[config.mk]
export PLATFORM = sky130hd
export DESIGN_NAME = dma_mode_selector
export DESIGN_NICKNAME = d
export VERILOG_FILES = /design/src/rtl/dma_mode_pkg.sv /design/src/rtl/dma_legacy_mask.sv /design/src/rtl/dma_family_mask.sv /design/src/rtl/dma_mode_pick.sv /design/src/rtl/dma_mode_selector.sv
export SDC_FILE = /design/constraint.sdc
export NUM_CORES = 1
export LEC_CHECK = 0
export ABC_AREA = 0
export BUFFER_PORTS_ARGS = -buffer_cell sky130_fd_sc_hd__buf_4
export CAP_MARGIN = 20
export CORE_UTILIZATION = 39
export DETAILED_ROUTE_END_ITERATION = 16
export GPL_ROUTABILITY_DRIVEN = 0
export GPL_TIMING_DRIVEN = 0
export SLEW_MARGIN = 0
export SYNTH_ARGS = -nofsm -noshare
export SYNTH_HDL_FRONTEND = slang
export SYNTH_SLANG_ARGS = --single-unit
[constraint.sdc]
create_clock -name clk -period 3.1 [get_ports clk]
set_input_delay 0.465 -clock clk [delete_from_list [all_inputs] [get_ports clk]]
set_output_delay 0.465 -clock clk [all_outputs]
set_load 0.01 [all_outputs]
[src/rtl/dma_mode_pkg.sv]
package dma_mode_pkg;
  localparam int MODE_W  = 8;
  localparam int MASK_W  = 8;
  localparam int ID_W    = 16;
  localparam int N_FAM   = 3;
  // family index: 0 single-word, 1 multiword, 2 Ultra
  localparam int FAM_SW  = 0;
  localparam int FAM_MW  = 1;
  localparam int FAM_UD  = 2;
  localparam logic [MODE_W-1:0] NO_DMA   = 8'h00;
  localparam logic [MODE_W-1:0] UDMA2    = 8'h42;
  localparam logic [MASK_W-1:0] UD_HIGH  = 8'h78;

  function automatic logic [MODE_W-1:0] fam_base(input int f);
    case (f)
      FAM_UD:  fam_base = 8'h40;
      FAM_MW:  fam_base = 8'h20;
      default: fam_base = 8'h10;
    endcase
  endfunction

  function automatic logic [2:0] top_bit(input logic [MASK_W-1:0] m);
    top_bit = 3'd0;
    for (int i = 0; i < MASK_W; i++)
      if (m[i]) top_bit = i[2:0];
  endfunction
endpackage

[src/rtl/dma_legacy_mask.sv]
module dma_legacy_mask
  import dma_mode_pkg::*;
(
  input  logic [7:0]        legacy_i,
  output logic [MASK_W-1:0] mask_o
);
  always_comb begin
    case (legacy_i)
      8'd1:    mask_o = 8'h03;
      8'd2:    mask_o = 8'h07;
      default: mask_o = '0;
    endcase
  end
endmodule

[src/rtl/dma_family_mask.sv]
module dma_family_mask
  import dma_mode_pkg::*;
#(
  parameter logic [MODE_W-1:0] BASE = 8'h10
) (
  input  logic              gate_i,
  input  logic [MASK_W-1:0] dev_i,
  input  logic [MASK_W-1:0] fallback_i,
  input  logic [MASK_W-1:0] host_i,
  input  logic              strip_i,
  input  logic [MODE_W-1:0] req_i,
  output logic [MASK_W-1:0] mask_o,
  output logic              tried_o
);
  logic [MASK_W-1:0] src;
  always_comb begin
    src     = gate_i ? dev_i : fallback_i;
    mask_o  = src & host_i & ~(strip_i ? UD_HIGH : '0);
    tried_o = (req_i >= BASE);
  end
endmodule

[src/rtl/dma_mode_pick.sv]
module dma_mode_pick
  import dma_mode_pkg::*;
(
  input  logic [N_FAM-1:0][MASK_W-1:0] mask_i,
  input  logic [N_FAM-1:0]             tried_i,
  input  logic                         refuse_i,
  input  logic [MODE_W-1:0]            req_i,
  output logic [MODE_W-1:0]            mode_o
);
  logic found;
  always_comb begin
    mode_o = NO_DMA;
    found  = 1'b0;
    if (!refuse_i) begin
      for (int f = N_FAM - 1; f >= 0; f--) begin
        if (!found && tried_i[f] && (|mask_i[f])) begin
          mode_o = fam_base(f) | {5'd0, top_bit(mask_i[f])};
          found  = 1'b1;
        end
      end
      if (mode_o > req_i) mode_o = req_i;
    end
  end
endmodule

[src/rtl/dma_mode_selector.sv]
module dma_mode_selector
  import dma_mode_pkg::*;
(
  input  logic              clk,
  input  logic              rst,
  input  logic              start_i,
  input  logic [ID_W-1:0]   id_valid_i,
  input  logic [ID_W-1:0]   udma_dev_i,
  input  logic [ID_W-1:0]   mwdma_dev_i,
  input  logic [ID_W-1:0]   swdma_dev_i,
  input  logic [7:0]        legacy_dma_i,
  input  logic [MASK_W-1:0] udma_host_i,
  input  logic [MASK_W-1:0] mwdma_host_i,
  input  logic [MASK_W-1:0] swdma_host_i,
  input  logic              cable80_i,
  input  logic              is_disk_i,
  input  logic              pkt_dma_off_i,
  input  logic [MODE_W-1:0] req_mode_i,
  output logic              done_o,
  output logic [MODE_W-1:0] mode_o
);
  localparam int HB = ID_W / 2;

  // stage 0: capture
  logic              v0;
  logic [ID_W-1:0]   fv_q, ud_q, mw_q, sw_q;
  logic [7:0]        leg_q;
  logic [MASK_W-1:0] udh_q, mwh_q, swh_q;
  logic              cab_q, disk_q, pko_q;
  logic [MODE_W-1:0] req0_q;

  always_ff @(posedge clk) begin
    if (rst) begin
      v0 <= 1'b0;
      fv_q <= '0; ud_q <= '0; mw_q <= '0; sw_q <= '0; leg_q <= '0;
      udh_q <= '0; mwh_q <= '0; swh_q <= '0;
      cab_q <= 1'b0; disk_q <= 1'b0; pko_q <= 1'b0; req0_q <= '0;
    end else begin
      v0 <= start_i;
      if (start_i) begin
        fv_q  <= id_valid_i;  ud_q  <= udma_dev_i;
        mw_q  <= mwdma_dev_i; sw_q  <= swdma_dev_i;
        leg_q <= legacy_dma_i;
        udh_q <= udma_host_i; mwh_q <= mwdma_host_i; swh_q <= swdma_host_i;
        cab_q <= cable80_i; disk_q <= is_disk_i; pko_q <= pkt_dma_off_i;
        req0_q <= req_mode_i;
      end
    end
  end

  // per-family operands
  logic [MASK_W-1:0] legacy_mask;
  logic [N_FAM-1:0]              f_gate, f_strip, f_tried;
  logic [N_FAM-1:0][MASK_W-1:0]  f_dev, f_fb, f_host, f_mask;
  logic corrupt, refuse;

  dma_legacy_mask u_legacy (.legacy_i(leg_q), .mask_o(legacy_mask));

  always_comb begin
    f_gate[FAM_UD]  = fv_q[2];
    f_gate[FAM_MW]  = fv_q[1];
    f_gate[FAM_SW]  = fv_q[1];
    f_dev[FAM_UD]   = ud_q[MASK_W-1:0];
    f_dev[FAM_MW]   = mw_q[MASK_W-1:0];
    f_dev[FAM_SW]   = sw_q[MASK_W-1:0];
    f_fb[FAM_UD]    = '0;
    f_fb[FAM_MW]    = '0;
    f_fb[FAM_SW]    = legacy_mask;
    f_host[FAM_UD]  = udh_q;
    f_host[FAM_MW]  = mwh_q;
    f_host[FAM_SW]  = swh_q;
    f_strip[FAM_UD] = (req0_q > UDMA2) && !cab_q;
    f_strip[FAM_MW] = 1'b0;
    f_strip[FAM_SW] = 1'b0;
    if (fv_q[2])
      corrupt = (|ud_q[ID_W-1:HB]) && (|mw_q[ID_W-1:HB]);
    else if (fv_q[1])
      corrupt = (|mw_q[ID_W-1:HB]) && (|sw_q[ID_W-1:HB]);
    else
      corrupt = 1'b0;
    refuse = corrupt || (!disk_q && pko_q);
  end

  for (genvar g = 0; g < N_FAM; g++) begin : g_fam
    dma_family_mask #(.BASE(fam_base(g))) u_fam (
      .gate_i    (f_gate[g]),
      .dev_i     (f_dev[g]),
      .fallback_i(f_fb[g]),
      .host_i    (f_host[g]),
      .strip_i   (f_strip[g]),
      .req_i     (req0_q),
      .mask_o    (f_mask[g]),
      .tried_o   (f_tried[g])
    );
  end

  // stage 1: masks
  logic                         v1, refuse_q;
  logic [N_FAM-1:0][MASK_W-1:0] mask_q;
  logic [N_FAM-1:0]             tried_q;
  logic [MODE_W-1:0]            req1_q;

  always_ff @(posedge clk) begin
    if (rst) begin
      v1 <= 1'b0; refuse_q <= 1'b0; mask_q <= '0; tried_q <= '0; req1_q <= '0;
    end else begin
      v1 <= v0;
      if (v0) begin
        refuse_q <= refuse;
        mask_q   <= f_mask;
        tried_q  <= f_tried;
        req1_q   <= req0_q;
      end
    end
  end

  // stage 2: pick and register result
  logic [MODE_W-1:0] pick_mode;
  dma_mode_pick u_pick (
    .mask_i  (mask_q),
    .tried_i (tried_q),
    .refuse_i(refuse_q),
    .req_i   (req1_q),
    .mode_o  (pick_mode)
  );

  always_ff @(posedge clk) begin
    if (rst) begin
      done_o <= 1'b0;
      mode_o <= NO_DMA;
    end else begin
      done_o <= v1;
      if (v1) mode_o <= pick_mode;
    end
  end


  done_lat_chk: assert property (@(posedge clk) disable iff (rst)
    done_o |-> $past(start_i, 3));

  mode_hold_chk: assert property (@(posedge clk) disable iff (rst)
    !$stable(mode_o) |-> done_o);

  req_ceiling_chk: assert property (@(posedge clk) disable iff (rst)
    done_o |-> (mode_o <= $past(req_mode_i, 3)));

  pkt_off_chk: assert property (@(posedge clk) disable iff (rst)
    (done_o && $past(!is_disk_i && pkt_dma_off_i, 3)) |-> (mode_o == NO_DMA));

  fam_code_chk: assert property (@(posedge clk) disable iff (rst)
    done_o |-> (mode_o == NO_DMA || mode_o[7:4] == 4'h1 ||
                mode_o[7:4] == 4'h2 || mode_o[7:4] == 4'h4));
endmodule

# Yosys cells after proc, flatten, opt, wreduce, memory -nomap -nowiden
# Cells that the tools add are included.
[totals]
register_bits = 141
input_bits = 110
output_inout_bits = 9
wordCells = 107
[classes]
magnitude_cmp = 5
n_eq_ne = 2
muxes = 50
bitwise_logic = 8
reduce_logical = 20
[op_table]
columns = ["cell", "count"]
rows = [
  ["two-way mux 8 bit", 15],
  ["two-way mux 3 bit", 18],
  ["OR reduction 8 bit", 6],
  ["bitwise AND 8 bit", 4],
  ["OR 8 x 3 -> 8 bit", 3],
  ["two-way mux 2 bit", 6],
  ["logical AND 1 bit", 9],
  ["two-way mux 1 bit", 9],
  ["== test 8 x 1 -> 1 bit (second input constant)", 1],
  ["== test 8 x 2 -> 1 bit (second input constant)", 1],
  [">= comparator 8 x 5 -> 1 bit (second input constant)", 1],
  [">= comparator 8 x 6 -> 1 bit (second input constant)", 1],
  [">= comparator 8 x 7 -> 1 bit (second input constant)", 1],
  ["greater-than comparator 8 x 7 -> 1 bit (second input constant)", 1],
  ["greater-than comparator 8 bit", 1],
  ["NOT 8 bit", 1],
  ["two-way mux 7 bit", 1],
  ["one-hot mux 3 bit (2 select lines)", 1],
  ["logical NOT 1 bit", 4],
  ["logical OR 1 bit", 1],
]

# Depth between registers and ports, before layout
# Gate-level depths: netlist of the first run.
[depth]
depth_word = 20
mapped_depth = 13
mapped_depth_nobuf = 13

# By module
# From an unflattened synthesis of the first run, not the netlist that was laid out.
[hier_totals]
hier_cells = 621
hier_area_um2 = 6048.3
[by_module_without_submodules]
columns = ["module", "instances", "cells_each", "area_per_inst_um2", "seq_area_each_um2"]
rows = [
  ["dma_mode_selector", 1, 469, 4948.5, 2802.7],
  ["dma_mode_pick", 1, 86, 553.0, 0.0],
  ["dma_family_mask (g_fam[1].u_fam ...)", 2, 18, 152.6, 0.0],
  ["dma_family_mask (g_fam[0].u_fam)", 1, 18, 153.9, 0.0],
  ["dma_legacy_mask", 1, 12, 87.6, 0.0],
]

# Worst setup path after synthesis of the first run
# Ideal clock, no wire load.
[synth_timing]
path_type = "reg-to-reg"
start = "register mask_q[4] (netlist bit)"
end = "register mode_o[3]"
setup_time_ns = 0.070
t_arrival_ns = 2.740
required_time_ns = 3.030
path_slack_ns = 0.290
stages_incl_launch_ff = 12
n_path_buf = 0
synth_period_minus_slack_ns = 2.810
cell_sequence = "dfxtp_1 -> or4_1 -> o21ai_2 -> a2111oi_4 -> a221o_1 -> ha_1 -> nor2b_1 -> o21ai_1 -> a21oi_1 -> o22ai_4 -> or3_1 -> a21oi_1"
[synth_via]
elab_chain_len = 12
word_cells_on_any_way = 14
cone_classes = "order compare: 1; mux: 10; bitwise: 1; reduce/logical: 2"
[synth_rtl]
columns = ["item", "line", "rtl"]
rows = [
  ["start: declaration", "dma_mode_selector.sv:99", "logic [N_FAM-1:0][MASK_W-1:0] mask_q;"],
  ["start signal: assignment", "dma_mode_selector.sv:110", "mask_q <= f_mask;"],
  ["two-way mux 3 bit (4 in a row)", "dma_mode_pkg.sv:25", "if (m[i]) top_bit = i[2:0];"],
  ["two-way mux 3 bit", "dma_mode_pick.sv:16", "if (!found && tried_i[f] && (|mask_i[f])) begin"],
  ["two-way mux 3 bit", "dma_mode_pick.sv:14", "if (!refuse_i) begin"],
  ["OR 8 x 3 -> 8 bit", "dma_mode_pick.sv:17", "mode_o = fam_base(f) | {5'd0, top_bit(mask_i[f])};"],
  ["two-way mux 8 bit *", "dma_mode_pick.sv:16", ""],
  ["two-way mux 8 bit *", "dma_mode_pick.sv:14", ""],
  ["greater-than comparator 8 bit", "dma_mode_pick.sv:21", "if (mode_o > req_i) mode_o = req_i;"],
  ["two-way mux 8 bit *", "dma_mode_pick.sv:21", ""],
  ["two-way mux 8 bit *", "dma_mode_pick.sv:14", ""],
  ["end signal: assignment", "dma_mode_selector.sv:133", "if (v1) mode_o <= pick_mode;"],
  ["end: declaration", "dma_mode_selector.sv:20", "output logic [MODE_W-1:0] mode_o"],
]
# Mark *: on every way between the ends. The rest lies on a longest branch, timed or not. The select of a mux whose other input is x is not followed.
# A chain may end at the register's enable or synchronous reset.

# Worst setup path after layout of the first run
[layout_timing]
start = "register mask_q[23] (netlist bit)"
end = "register mode_o[4]"
[layout_via]
elab_chain_len = 17
word_cells_on_any_way = 23
cone_classes = "order compare: 1; mux: 13; bitwise: 1; reduce/logical: 8"
[layout_rtl]
columns = ["item", "line"]
rows = [
  ["OR reduction 8 bit", "dma_mode_pick.sv:16"],
  ["logical AND 1 bit", "dma_mode_pick.sv:16"],
  ["two-way mux 1 bit", "dma_mode_pick.sv:16"],
  ["two-way mux 1 bit", "dma_mode_pick.sv:14"],
  ["logical NOT 1 bit", "dma_mode_pick.sv:16"],
  ["logical AND 1 bit (2 in a row)", "dma_mode_pick.sv:16"],
  ["two-way mux 1 bit", "dma_mode_pick.sv:16"],
  ["two-way mux 1 bit", "dma_mode_pick.sv:14"],
  ["logical NOT 1 bit", "dma_mode_pick.sv:16"],
  ["logical AND 1 bit (2 in a row)", "dma_mode_pick.sv:16"],
  ["two-way mux 8 bit *", "dma_mode_pick.sv:16"],
  ["two-way mux 8 bit *", "dma_mode_pick.sv:14"],
  ["greater-than comparator 8 bit", "dma_mode_pick.sv:21"],
  ["two-way mux 8 bit *", "dma_mode_pick.sv:21"],
  ["two-way mux 8 bit *", "dma_mode_pick.sv:14"],
]
# Marked as above.

==> impl_metrics.json, run 1 <==
{
  "status": "finished, final reports clean",
  "cp_slowest_cell": "or4_4",
  "clk_pin_slew_ps": 60,
  "track_usage_pct": 20.0,
  "synth-async-reset-ratio_pct": 0,
  "grt_util_met2_pct": 33.4,
  "power.leakage_nw": 3.16,
  "dp_cells": 856,
  "clkPwrFrac_pct": 49.9,
  "pre_cts_slack_ps": 10.1,
  "port_buffers": 102,
  "combinationalPowerShare_pct": 8.2,
  "hpwlAfterDp_um": 10400,
  "ys_top_cells_by_area": "dfxtp_1 51%, mux2i_1 19%, nor2_1 9.1%, a32oi_1 1.9%, nand2_1 1.8%",
  "worstSetupStartpointType": "flop",
  "antenna_found_initial": 0,
  "clk_latency_ps": 420,
  "h-tree-depth": 4,
  "finClkSkew_ps": 7.90,
  "syn-num-nets": 690,
  "required_ps": 3410,
  "setup_violations": 0,
  "synth_top_area_share_pct": 50.7,
  "top_usage_layer": "met2",
  "wl_um": 13900,
  "clockBufferDepth": 2,
  "cts_inserted_buffers": 17,
  "cp-end-kind": "flop",
  "cp_common_cell": "o21ai_1",
  "critPathTopFamily": "compound AO/OA/AOI/OAI gates",
  "stdcell_count": 892,
  "min_period_ps": 3000,
  "synth-main-ff-cell": "dfxtp_1",
  "worst_slack_ps": 95.0,
  "max_cap_viol_count": 0,
  "gr-usage-met3_pct": 5.73,
  "syn_inst": 574,
  "cp.arrival_ps": 3310,
  "start_util_pct": 39.8,
  "cts_hold_buf": 0,
  "routedWlPerCell_um": 15.6,
  "via_count": 4501,
  "area_growth_pct": 32.1,
  "drc": 0,
  "viasPerCell": 5.05,
  "ant_nets": 0,
  "pwr-share-seq_pct": 41.9,
  "fin_nets": 815,
  "ir_drop_uv": 444,
  "hold_class": "input pin to flop",
  "ys_ff_latch": 140,
  "use_met1_pct": 24.6,
  "fp-row-count": 43,
  "cpPeakStageDelay_ps": 550,
  "hold_violations": 0,
  "yosys.area.top_type": "dfxtp_1",
  "syn_avg_cell_area_um2": 9.63,
  "final_core_util_pct": 52.6,
  "cts_tree": "done",
  "grt_overflow": 0,
  "internal_power_mw": 3.62,
  "clockRootBuffer": "clkbuf_16",
  "die_w_um": 121,
  "cp_cell_sequence": "or4_4 > o21a_4 > a2111oi_4 > a221o_1 > ha_4 > nor2b_1 > o21ai_1 > a21oi_2 > o22ai_4 > mux2i_2 > o21ai_1",
  "fp.dieArea_um2": 14700,
  "cp_max_fo": 8,
  "synth_cell_types": 43,
  "die_h_um": 121,
  "period_share_pct": 96.9,
  "ys.warnings.count": 0,
  "cp_num_buf_inv": 0,
  "grt_pass1_wl_um": 22100,
  "yosysMostFrequentCell": "dfxtp_1",
  "pin_count": 119,
  "drv_slew": 0,
  "dr.pass1.iters": 4,
  "synthTopCellsByCount": "140 x dfxtp_1, 134 x nor2_1, 107 x mux2i_1",
  "clock.fmax_mhz": 333,
  "drt-initial-drc-count": 235,
  "grt_pass1_vias": 4449,
  "slew_headroom_pct": 41.1,
  "grt_max_degree": 17,
  "tightestPinTransition_ps": 884,
  "yosysSeqAreaShare_pct": 50.7,
  "drive_gt1_share_pct": 21.9,
  "syn_area_um2": 5530,
  "sw_frac_of_total_pct": 21.5,
  "p_per_area_nw_per_um2": 632,
  "synth_edf_count": 0,
  "p_sw_mw": 0.995,
  "cts_num_sinks": 140,
  "core_area_um2": 13900,
  "diodes": 0,
  "crit_type": "flop to flop"
}
==> power by group through the flow <==
stage	Combinational, mW	Clock [mW]	Sequential (mW)
6_report	0.380	2.30	1.94
5_1_grt	0.417	2.42	1.94
4_1_cts	0.378	2.34	1.94
3_5_place_dp	0.376	0	1.97
3_3_place_gp	0.366	0	1.97
2_1_floorplan	0.223	0	1.95
==> final cells by class <==
cell class / count / area [um2]
timing repair buffer: 106 / 796
inverter: 14 / 52.6
fill: 1267 / 6580
clock buffer: 21 / 460
clock inverter: 11 / 213
sequential: 140 / 2810
multi-input combinational: 387 / 2630
tap: 180 / 225
buffer: 33 / 125
==> timing repair <==
action / 4_1_cts / 5_1_grt
gates resized for setup: 4 / 11
endpoints found under the hold margin: 0 / 0
pin swaps: 0 / 7
buffers inserted: 0 / 4
setup endpoints to repair: 1 / 5
==> final timing paths <==
| check | cells after the start | slack [ps] | to | startpoint |
|---|---|---|---|---|
| max | 11 | 100 | mode_o[4]$_SDFFE_PP0P_ | mask_q[23]$_SDFFE_PP0P_ |
| min | 3 | 280 | leg_q[0]$_SDFFE_PP0P_ | legacy_dma_i[0] |
| max reg2reg | 11 | 100 | mode_o[4]$_SDFFE_PP0P_ | mask_q[23]$_SDFFE_PP0P_ |
| min reg2reg | 2 | 460 | mode_o[6]$_SDFFE_PP0P_ | mode_o[6]$_SDFFE_PP0P_ |
==> cells by family (layout without fill, tap and decap cells) <==
family / count (synthesis) / in the layout / synth area share [%]
adders and majority gates: 6 / 6 / 1.36
muxes: 107 / 107 / 19.4
buffers and inverters: 47 / 185 / 3.21
xor gates and xnor gates: 1 / 1 / 0.158
AOI/OAI and AO/OA: 65 / 65 / 8.62
DFF: 140 / 140 / 50.7
and+or+nand+nor: 208 / 208 / 16.6
==> cell usage in the layout (no fill, tap or decap), drive strengths merged, types with 3 or more instances in the layout <==
cell type,n
nor3,3
nor2,134
a211oi,4
nand2,27
buf,115
clkbuf,45
or4,4
a21oi,20
nor4,8
dfxtp,140
nor2b,8
nand4,14
o21ai,12
ha,6
mux2i,107
bufinv,6
clkinv,5
nand2b,4
inv,14
a32oi,12
==> sequential cells by signal, indices dropped and copies added (netlist names), 16 cells and up <==
| register | count |
|---|---|
| sw_q | 16 |
| mask_q | 24 |
| ud_q | 16 |
| mw_q | 16 |
==> through the flow <==
stage / hold WS (ps) / setup TNS, ps / instance area, um2 / total power [mW]
6_report: 281 / 0 / 7310 / 4.62
3_5_place_dp: 450 / 0 / 6520 / 2.35
5_1_grt: 273 / -104 / 7310 / 4.78
2_1_floorplan: 441 / 0 / 5530 / 2.18
3_3_place_gp: 446 / 0 / 6520 / 2.34
4_1_cts: 268 / 0 / 7220 / 4.65
==> per-layer routing <==
layer  vias to the layer above  wire (um)
met4                         0        145
met3                        11        641
met2                        93       6740
li1                       2252          -
met5                         -          0
met1                      2145       6350
==> worst register-to-register path: stages, from the launching register on <==
cell and delay [ps]:
dfxtp_2 330, or4_4 550, o21a_4 280, a2111oi_4 220, a221o_1 230, ha_4 220, nor2b_1 120, o21ai_1 150
a21oi_2 90, o22ai_4 320, mux2i_2 290, o21ai_1 80
Note: power is estimated with default switching activity, not from simulation.
==> inputs of run 2 (changes only) <==
- CORE_ASPECT_RATIO: unset -> 1.5
==> impl_metrics.json, run 2 (same netlist as run 1, synthesis figures left out) <==
{
  "setup_violations": 0,
  "grt_pass1_vias": 4582,
  "viasPerCell": 5.15,
  "ant_nets": 0,
  "crit_type": "flop to flop",
  "status": "finished, final reports clean",
  "fp.dieArea_um2": 14700,
  "place_area_um2": 6500,
  "fin_nets": 814,
  "clockRootBuffer": "clkbuf_16",
  "cts_tree": "done",
  "cp_max_fo": 8,
  "ir_drop_uv": 353,
  "power.leakage_nw": 3.14,
  "clkPwrFrac_pct": 47.5,
  "pre_cts_slack_ps": -70.3,
  "p_sw_mw": 0.996,
  "regMostFlops": "mask_q",
  "combinationalPowerShare_pct": 8.6,
  "worst_slack_ps": 155,
  "die_w_um": 99.2,
  "cp-end-kind": "flop",
  "grt_overflow": 0,
  "cts_inserted_buffers": 17,
  "stdcell_count": 873,
  "drc": 0,
  "m1WireLength_um": 5680,
  "min_period_ps": 2940,
  "diodes": 0,
  "required_ps": 3440,
  "sw_frac_of_total_pct": 22.6,
  "wl_met2_um": 7220,
  "tightestPinTransition_ps": 845,
  "track_usage_pct": 20.1,
  "fp-row-count": 52,
  "antenna_found_initial": 0,
  "dp_cells": 838,
  "drt-initial-drc-count": 140,
  "clockBufferDepth": 2,
  "via_count": 4495,
  "finClkSkew_ps": 7.03,
  "cp_cell_sequence": "or4_4 > o21ai_4 > a2111oi_4 > a221o_1 > ha_4 > nor2b_1 > o21ai_1 > a21oi_2 > o22ai_4 > or3_1 > a21oi_1",
  "cts_num_sinks": 140,
  "routedWlPerCell_um": 15.9,
  "hold_violations": 0,
  "slew_headroom_pct": 43.7,
  "die_h_um": 148,
  "largest_reg_flops": 24,
  "internal_power_mw": 3.42,
  "wl_um": 13900,
  "max_cap_viol_count": 0,
  "clock.fmax_mhz": 340,
  "clk_pin_slew_ps": 60,
  "pwr-share-seq_pct": 43.9,
  "rsz0062_at_grt": "no",
  "area_growth_pct": 30.1,
  "port_buffers": 102,
  "hold_class": "input pin to flop",
  "period_share_pct": 95.0,
  "clk_latency_ps": 410,
  "finalPower_mw": 4.41,
  "top_layer": "met4",
  "start_util_pct": 40.5,
  "worstSetupStartpointType": "flop",
  "core_area_um2": 13700,
  "layout_commonest_cell": "dfxtp_1",
  "p_per_area_nw_per_um2": 613,
  "h-tree-depth": 4,
  "dr.pass1.iters": 4,
  "cts_hold_buf": 0,
  "cp.arrival_ps": 3290,
  "grt_pass1_wl_um": 22700,
  "cp_slowest_cell": "or4_4",
  "cpPeakStageDelay_ps": 580,
  "pin_count": 119,
  "final_cell_mix": "139 x dfxtp_1, 134 x nor2_1, 107 x mux2i_1",
  "grt_max_degree": 17,
  "drv_slew": 0,
  "hpwlAfterDp_um": 10600,
  "drive_gt1_share_pct": 21.7,
  "fin_area_um2": 7200,
  "routed-wl-met3_um": 631
}
[run 2: cell count changes in the layout (fill, tap and decap cells not counted), sizes merged]
cell / change
buf: -1
clkinvlp: +1
bufinv: -3
clkinv: +3
inv: -1
[run 2: stage by stage]
| stage | hold slack (ps) | setup TNS [ps] | utilization (%) |
|---|---|---|---|
| after CTS | 279 | 0 | 52.4 |
| after global routing | 282 | 0 | 52.7 |
| final | 286 | 0 | 52.7 |
| after global placement | 441 | 0 | 47.6 |
| after detailed placement | 446 | -70.3 | 47.6 |
| after floorplan | 441 | 0 | - |
[run 2: final cells by class]
cell class	count	area, um2
Tap cell	162	203
Clock buffer	21	480
Multi-Input combinational cell	387	2600
Clock inverter	11	140
Buffer	33	125
Inverter	14	52.6
Timing Repair Buffer	105	788
Fill cell	1257	6470
Sequential cell	140	2800
[run 2: what timing repair did]
item,CTS,global route
setup buffers,0,3
hold endpoints to repair,0,0
setup endpoints to repair,1,7
resized for setup,6,4
pin swaps,0,8
[run 2: final timing paths]
kind	from	to	slack, ps	depth (start not counted)
min	swdma_dev_i[3]	sw_q[3]$_SDFFE_PP0P_	290	3
max reg2reg	mask_q[4]$_SDFFE_PP0P_	mode_o[3]$_SDFFE_PP0P_	160	11
max	mask_q[4]$_SDFFE_PP0P_	mode_o[3]$_SDFFE_PP0P_	160	11
min reg2reg	mode_o[4]$_SDFFE_PP0P_	mode_o[4]$_SDFFE_PP0P_	450	2
[run 2: critical path, delay by kind of cell (launching register included)]
family                   cells  cell delay [ps]
flip-flops                   1              330
AND/OR/NAND/NOR              3             1070
adder cells (fa/ha/maj)      1              290
AO/OA/AOI/OAI                7             1180
[run 2: layer usage]
layer | vias up | global-route usage, %
li1 | 2238 | -
met1 | 2122 | 22.2
met2 | 109 | 36.0
met3 | 26 | 5.15
met4 | 0 | 8.97
met5 | - | 0
[run 2: power by group through the flow]
stage                     Clock, mW  Sequential [mW]  Combinational, mW
after floorplan                   0             1.95              0.223
after global placement            0             1.97              0.368
after detailed placement          0             1.97              0.378
after CTS                      2.12             1.94              0.381
after global routing           2.21             1.94              0.417
final                          2.10             1.94              0.379
==> inputs of run 3 (changes only) <==
- ABC_AREA: 0 -> 1
==> impl_metrics.json, run 3 <==
{
  "status": "finished, final reports clean",
  "start_util_pct": 40.0,
  "dp_cells": 1035,
  "drc": 0,
  "core_area_um2": 14100,
  "fin_nets": 978,
  "fin_area_um2": 7200,
  "fp-row-count": 53,
  "post_cts_resized": 0,
  "clkPwrFrac_pct": 44.8,
  "cp_max_fo": 10,
  "cp_cell_sequence": "nor2_1 > nand2_2 > o21ai_4 > nand2_4 > nor2_8 > nand2_1 > nand2_1 > inv_1 > ha_1 > a21oi_1 > o21ai_1 > nand2_1 > nand2_2 > nand2_2 > o21ai_0 > inv_1 > nand2_1 > a21oi_2",
  "place_area_um2": 6640,
  "dr.pass1.iters": 4,
  "grt_pass1_vias": 5442,
  "routedWlPerCell_um": 14.9,
  "ir_drop_uv": 345,
  "regMostFlops": "mask_q",
  "hold_class": "input pin to flop",
  "area_growth_pct": 28.0,
  "nFillCells": 1456,
  "cpPeakStageDelay_ps": 330,
  "die_w_um": 100,
  "track_usage_pct": 22.7,
  "critPathTopFamily": "simple AND/OR/NAND/NOR gates",
  "synth-main-ff-cell": "dfxtp_1",
  "layout_commonest_cell": "nor2_1",
  "period_share_pct": 81.0,
  "pin_count": 119,
  "cp_slowest_cell": "dfxtp_1",
  "ys_ff_latch": 140,
  "ys.warnings.count": 0,
  "stdcell_count": 1067,
  "finClkSkew_ps": 5.58,
  "clock.fmax_mhz": 398,
  "internal_power_mw": 3.24,
  "cts_num_sinks": 140,
  "ys_top_cells_by_area": "dfxtp_1 50%, nor2_1 13%, o21ai_0 9.2%, nand2_1 4.9%, a21oi_1 3.9%",
  "sw_frac_of_total_pct": 24.7,
  "h-tree-depth": 4,
  "required_ps": 3410,
  "yosysSeqAreaShare_pct": 49.8,
  "syn_inst": 740,
  "yosysMostFrequentCell": "nor2_1",
  "postCtsSetupRepairBufs": 0,
  "synth_edf_count": 0,
  "yosys.area.top_type": "dfxtp_1",
  "wl_um": 15900,
  "grt_overflow": 0,
  "cp.arrival_ps": 2820,
  "synthTopCellsByCount": "192 x nor2_1, 140 x dfxtp_1, 103 x o21ai_0",
  "min_period_ps": 2510,
  "power.leakage_nw": 3.15,
  "viasPerCell": 4.95,
  "p_per_area_nw_per_um2": 597,
  "final_cell_mix": "192 x nor2_1, 140 x dfxtp_1, 103 x o21ai_0, 103 x buf_4, 73 x nand2_1",
  "slew_headroom_pct": 55.2,
  "drive_gt1_share_pct": 19.5,
  "drv_slew": 0,
  "tns_ps": 0,
  "combinationalPowerShare_pct": 9.7,
  "crit_type": "flop to flop",
  "p_sw_mw": 1.06,
  "setup_violations": 0,
  "cp_common_cell": "nand2_1",
  "die_h_um": 149,
  "port_buffers": 103,
  "seqCellArea_um2": 2800,
  "clk_pin_slew_ps": 60,
  "ant_nets": 0,
  "syn-num-nets": 856,
  "finalPower_mw": 4.30,
  "clockBufferDepth": 2,
  "cp_num_buf_inv": 2,
  "clockRootBuffer": "clkbuf_16",
  "hold_violations": 0,
  "fp.dieArea_um2": 14900,
  "max_cap_viol_count": 0,
  "cp-end-kind": "flop",
  "via_count": 5282,
  "cts_tree": "done",
  "grt_pass1_wl_um": 26000,
  "pwr-share-seq_pct": 45.5,
  "grt_max_degree": 17,
  "worstSetupStartpointType": "flop",
  "multi_input_area_um2": 2420,
  "cts_inserted_buffers": 17,
  "syn_area_um2": 5620,
  "hpwlAfterDp_um": 12100,
  "clk_latency_ps": 410,
  "synth_cell_types": 35,
  "cts_hold_buf": 0,
  "drt-initial-drc-count": 161,
  "largest_reg_flops": 24,
  "synth-async-reset-ratio_pct": 0,
  "synth_top_area_share_pct": 49.8,
  "antenna_found_initial": 0,
  "syn_avg_cell_area_um2": 7.60,
  "diodes": 0,
  "tightestPinTransition_ps": 672,
  "rsz0062_at_grt": "no"
}
## run 3: cell type report
cell class | instances | share of cell area (%)
Multi-Input combinational cell | 499 | 33.6
Clock inverter | 11 | 1.29
Timing Repair Buffer | 103 | 10.7
Inverter | 60 | 3.13
Sequential cell | 140 | 38.9
Buffer | 41 | 2.43
Clock buffer | 21 | 6.53
Tap cell | 192 | 3.34
## run 3: per-stage QoR
step                      setup slack [ps]  utilization (%)  hold slack (ps)
after global routing                   275             51.2              269
final                                  588             51.2              272
after detailed placement               596             47.2              438
after CTS                              593             51.2              264
after global placement                 677             47.2              432
after floorplan                        915                -              429
## run 3: power groups by stage
| stage | Clock, mW | Sequential, mW | Combinational [mW] |
|---|---|---|---|
| final | 1.93 | 1.96 | 0.418 |
| after global routing | 2.04 | 1.97 | 0.474 |
| after CTS | 1.94 | 1.95 | 0.422 |
| after detailed placement | 0 | 1.99 | 0.419 |
| after global placement | 0 | 1.99 | 0.412 |
| after floorplan | 0 | 1.97 | 0.236 |
## run 3: path summary, 6_finish.rpt
path / cells past startpoint / slack, ps / to / start
max: 18 / 590 / mode_o[1]$_SDFFE_PP0P_ / mask_q[18]$_SDFFE_PP0P_
min: 3 / 270 / mw_q[10]$_SDFFE_PP0P_ / mwdma_dev_i[10]
max reg2reg: 18 / 590 / mode_o[1]$_SDFFE_PP0P_ / mask_q[18]$_SDFFE_PP0P_
min reg2reg: 2 / 440 / mode_o[7]$_SDFFE_PP0P_ / mode_o[7]$_SDFFE_PP0P_
## run 3: cell families (layout without fill, tap and decap cells)
logic type / Yosys count / after routing / synth area share, %
simple gates: 311 / 311 / 23.3
compound gates: 182 / 182 / 18.4
flops: 140 / 140 / 49.8
buf+inv: 101 / 236 / 7.12
fa+ha+maj: 6 / 6 / 1.33
## run 3: worst reg2reg max path, delay by kind of cell (launching register included)
family / cells / cell delay [ps]
buffers and inverters: 2 / 100
adder cells (fa/ha/maj): 1 / 300
AO/OA/AOI/OAI: 5 / 650
AND/OR/NAND/NOR: 10 / 1040
flip-flops: 1 / 330
## run 3: per-layer routing
layer | up-vias | wire, um | GRT usage [%]
li1 | 2682 | - | -
met1 | 2458 | 6440 | 24.7
met2 | 110 | 8480 | 42.8
met3 | 32 | 505 | 4.08
met4 | 0 | 460 | 9.35
met5 | - | 0 | 0
